==> src/rtl/moore_pair_pkg.sv <==
package moore_pair_pkg;

  // Six-state machine: binary state numbers 0..5; codes 6 and 7 are unused.
  typedef enum logic [2:0] {
    FS0 = 3'd0,
    FS1 = 3'd1,
    FS2 = 3'd2,
    FS3 = 3'd3,
    FS4 = 3'd4,
    FS5 = 3'd5
  } full_state_t;

  // Reduced machine: one code per equivalence class.
  typedef enum logic [1:0] {
    RS_START = 2'd0,  // {0}
    RS_HIGH  = 2'd1,  // {1,2}
    RS_LOW   = 2'd2,  // {3,4}
    RS_LAST  = 2'd3   // {5}
  } red_state_t;

endpackage

==> src/rtl/moore_full.sv <==
module moore_full
  import moore_pair_pkg::*;
(
  input  logic clk,
  input  logic rst,
  input  logic x_in,
  output logic y_out
);

  full_state_t state_q, state_d;

  // Next-state logic, written straight from the table.
  always_comb begin
    state_d = FS0;
    unique case (state_q)
      FS0: state_d = x_in ? FS2 : FS1;
      FS1: state_d = x_in ? FS3 : FS1;
      FS2: state_d = x_in ? FS4 : FS2;
      FS3: state_d = x_in ? FS0 : FS5;
      FS4: state_d = x_in ? FS0 : FS5;
      FS5: state_d = FS0;
      default: state_d = FS0;  // unused codes fall back to state 0
    endcase
  end

  always_ff @(posedge clk) begin
    if (rst) state_q <= FS0;
    else     state_q <= state_d;
  end

  // Moore output decode.
  always_comb begin
    unique case (state_q)
      FS1, FS2, FS5: y_out = 1'b1;
      default:       y_out = 1'b0;
    endcase
  end

  assert_reset_R1: assert property (@(posedge clk) rst |=> state_q == FS0);
  assert_s0_R2: assert property (@(posedge clk) disable iff (rst)
    state_q == FS0 |=> (state_q == FS1 || state_q == FS2));
  assert_s1_R3: assert property (@(posedge clk) disable iff (rst)
    (state_q == FS1 && !x_in) |=> state_q == FS1);
  assert_s2_R4: assert property (@(posedge clk) disable iff (rst)
    (state_q == FS2 && x_in) |=> state_q == FS4);
  assert_s34_R5: assert property (@(posedge clk) disable iff (rst)
    ((state_q == FS3 || state_q == FS4) && !x_in) |=> state_q == FS5);
  assert_s5_R6: assert property (@(posedge clk) disable iff (rst)
    state_q == FS5 |=> state_q == FS0);

endmodule

==> src/rtl/moore_min.sv <==
module moore_min
  import moore_pair_pkg::*;
(
  input  logic clk,
  input  logic rst,
  input  logic x_in,
  output logic y_out
);

  red_state_t state_q, state_d;

  // Next-state logic over the equivalence classes.
  always_comb begin
    state_d = RS_START;
    unique case (state_q)
      RS_START: state_d = RS_HIGH;
      RS_HIGH:  state_d = x_in ? RS_LOW : RS_HIGH;
      RS_LOW:   state_d = x_in ? RS_START : RS_LAST;
      RS_LAST:  state_d = RS_START;
      default:  state_d = RS_START;
    endcase
  end

  always_ff @(posedge clk) begin
    if (rst) state_q <= RS_START;
    else     state_q <= state_d;
  end

  // Output is 1 in the {1,2} and {5} classes.
  assign y_out = (state_q == RS_HIGH) || (state_q == RS_LAST);

  assert_min_reset_R1: assert property (@(posedge clk) rst |=> state_q == RS_START);
  assert_min_low_R5: assert property (@(posedge clk) disable iff (rst)
    (state_q == RS_LOW && x_in) |=> state_q == RS_START);
  assert_min_last_R6: assert property (@(posedge clk) disable iff (rst)
    state_q == RS_LAST |=> state_q == RS_START);

endmodule

==> src/rtl/moore_pair_top.sv <==
module moore_pair_top (
  input  logic clk,
  input  logic rst,
  input  logic x_in,
  output logic y_full,
  output logic y_min
);

  moore_full u_full (
    .clk   (clk),
    .rst   (rst),
    .x_in  (x_in),
    .y_out (y_full)
  );

  moore_min u_min (
    .clk   (clk),
    .rst   (rst),
    .x_in  (x_in),
    .y_out (y_min)
  );

  assert_outputs_match_R7: assert property (@(posedge clk) disable iff (rst)
    y_full == y_min);
  assert_reset_wins_R8: assert property (@(posedge clk)
    rst |=> (!y_full && !y_min));

endmodule

==> config.mk <==
export PLATFORM = sky130hd
export DESIGN_NAME = moore_pair_top
export DESIGN_NICKNAME = d
export VERILOG_FILES = /design/src/rtl/moore_pair_pkg.sv /design/src/rtl/moore_full.sv /design/src/rtl/moore_min.sv /design/src/rtl/moore_pair_top.sv
export SDC_FILE = /design/constraint.sdc
export NUM_CORES = 1
export LEC_CHECK = 0
export BUFFER_PORTS_ARGS = -buffer_cell sky130_fd_sc_hd__buf_2
export CAP_MARGIN = 20
export CORE_AREA = 4 4 41 43
export CTS_CLUSTER_DIAMETER = 120
export DETAILED_ROUTE_END_ITERATION = 8
export DIE_AREA = 0 0 45 47
export SLEW_MARGIN = 20
export SYNTH_ARGS = -nofsm -noshare
export SYNTH_HDL_FRONTEND = slang
export SYNTH_SLANG_ARGS = --single-unit
==> constraint.sdc <==
create_clock -name clk -period 2.8 [get_ports clk]
set_clock_uncertainty 0.2 [all_clocks]
set_input_delay 0.42 -clock clk [delete_from_list [all_inputs] [get_ports clk]]
set_output_delay 0.42 -clock clk [all_outputs]
set_load 0.05 [all_outputs]
==> metrics <==
outcome=completed; chip width=45 um; Syn. warnings=0; DIE AREA=2120 um2; via count=203; arrival time at the worst endpoint=1.24 ns; R2R cell count=3; Min Clock Period, post-route=1.86 ns; IO Pins=5; # diodes=0; power density over the cells=681 nW/um2; first-pass GRT wire length=655 um; Total Power=0.199 mW; Mapped Area=243 um2; nets=36; H-tree Lvls=1; Post-synth EDFFs=0; DR DRC count=0; Crit path required time=2.18 ns; Root Driver=clkbuf_4; Slew HR=81.7%; num rows=13; setup_tns=0 ns; Seq/Total Area, Yosys=41.2%; routed len/inst=9.38 um; worst hold slack=0.196 ns; most common library cells after synthesis=dfxtp_1, a21oi_1, nor2_1; postcts setup bufs=0; Reg clk slew, reported paths=0.04 ns; PostCTS Resize Cnt=0; initial antenna violation count=0; chip height=47 um; Setup CP Type=reg2out; Hold Path Class=in2reg; drt total wl=441 um; post-synthesis cell count=26; clk sink count=5; Iteration-0 DRC Markers=1; vias in the first global route=202; aggregate global-route resource usage=4.66%; GP Congestion=0.654; hold path cells=2; Distinct cells, synth=18; share of layout cells above drive strength 1=28.1%; Critical Path Sink Type=output pin; register bit count reported by yosys=5; biggest area consumer among synthesized cells=dfxtp_1; VDD IR max=139 uV; DP Area=267 um2; port bufs=4; most numerous cell in the Yosys netlist=dfxtp_1; hold_buf cts=0; core area=1300 um2; largest net degree at the start of global routing=10; Final Max Tran Viols=0; top cells by area, synth=dfxtp_1, a21oi_1, buf_6; Synth async-reset ratio=0%; Max Clock Freq=539 MHz; Post-synth top flop=dfxtp_1; setup violators final=0; Syn Area/Cell=9.34 um2; Num CTS Buffers=3; clk_lat worst skew=0.24 ns; leak pwr=0.110 nW; Yosys top cell area share=41.2%; post-route cell area=293 um2; Max Root-Sink Buffers=2; Final Hold Viols=0; CP startpoint kind=flop; RSZ-0062 raised after global routing=false; post-synthesis net count=29; fin crit share=66.3%; number of max-cap violations=0; Worst-Margin Slew=0.271 ns; CTS tree=done; P&R area growth vs syn=20.6%; routed vias/inst=4.32; drt pass-1 iters=2; Starting Density=18.7%; Antenna Violating Nets Remaining=0; grt ovf=0; maximum fanout along the worst path=7
[report_power, final]
| part | switching (mW) | internal [mW] | total [mW] | leakage (nW) |
|---|---|---|---|---|
| combinational | 0.0214 | 0.0130 | 0.0344 | 0.0536 |
| clock | 0.0279 | 0.0538 | 0.0817 | 0.0150 |
| sequential | 0.00640 | 0.0769 | 0.0833 | 0.0414 |
[routing by layer]
| metal | wire, um | share of wire, % | track usage [%] |
|---|---|---|---|
| met2 | 246 | 56 | 8.76 |
| met4 | 14 | 3.2 | 7.02 |
| met3 | 28 | 6.3 | 1.53 |
| met1 | 151 | 34 | 2.73 |
| met5 | 0 | 0 | 0 |
[placed cells by master (no fill, tap or decap)]
| cell type | n |
|---|---|
| dfxtp_1 | 5 |
| buf_2 | 4 |
| nor2_1 | 3 |
| a21oi_1 | 3 |
| clkbuf_4 | 3 |
| mux2_2 | 1 |
| nand3b_1 | 1 |
| or3b_1 | 1 |
| inv_2 | 1 |
| nor3b_1 | 1 |
| nor3_1 | 1 |
| nand2b_1 | 1 |
| mux2_1 | 1 |
| o22a_1 | 1 |
| maj3_1 | 1 |
| or3_1 | 1 |
| nor4b_1 | 1 |
| a31oi_1 | 1 |
| clkbuf_1 | 1 |
[per-stage QoR]
step | instances | util, % | worst slack, ns
6_report | 47 | 22.5 | 0.944
5_1_grt | 47 | 22.5 | 0.904
4_1_cts | 47 | 22.5 | 0.922
3_5_place_dp | 43 | 20.5 | 1.19
3_3_place_gp | 43 | 20.5 | 1.20
2_1_floorplan | 26 | - | 1.31
[cell families (layout without fill, tap and decap cells)]
logic type,Yosys count,count (layout),synth area share [%]
compound gates,5,5,12.4
buf+inv,3,9,7.73
flops,5,5,41.2
mux,2,2,9.28
simple gates,10,10,25.3
fa+ha+maj,1,1,4.12
[path summary, 6_finish.rpt]
check	from	endpoint	slack [ns]
worst max-delay path	u_full.state_q[1]	y_full	0.94
worst min-delay path	rst	u_min.state_q[1]	0.20
worst max register to register	u_full.state_q[0]	u_full.state_q[0]	1.55
worst min register to register	u_full.state_q[2]	u_full.state_q[1]	0.31
[state kept, by name, summed over array words and instances, names as in the netlist]
signal / flops
u_full.state_q: 3
u_min.state_q: 2
[final cells by class]
cell class	instances	area, um2
fill	160	1010
inverter	1	3.75
clock buffer	4	26.3
sequential	5	100
multi-input combinational	18	124
timing repair buffer	4	20.0
tap	15	18.8
[worst max-delay path, cell delays in order (launching register included)]
cell and delay (ns):
dfxtp_1 0.43, mux2_2 0.36, buf_2 0.21
Note: power is estimated with default switching activity, not from simulation.
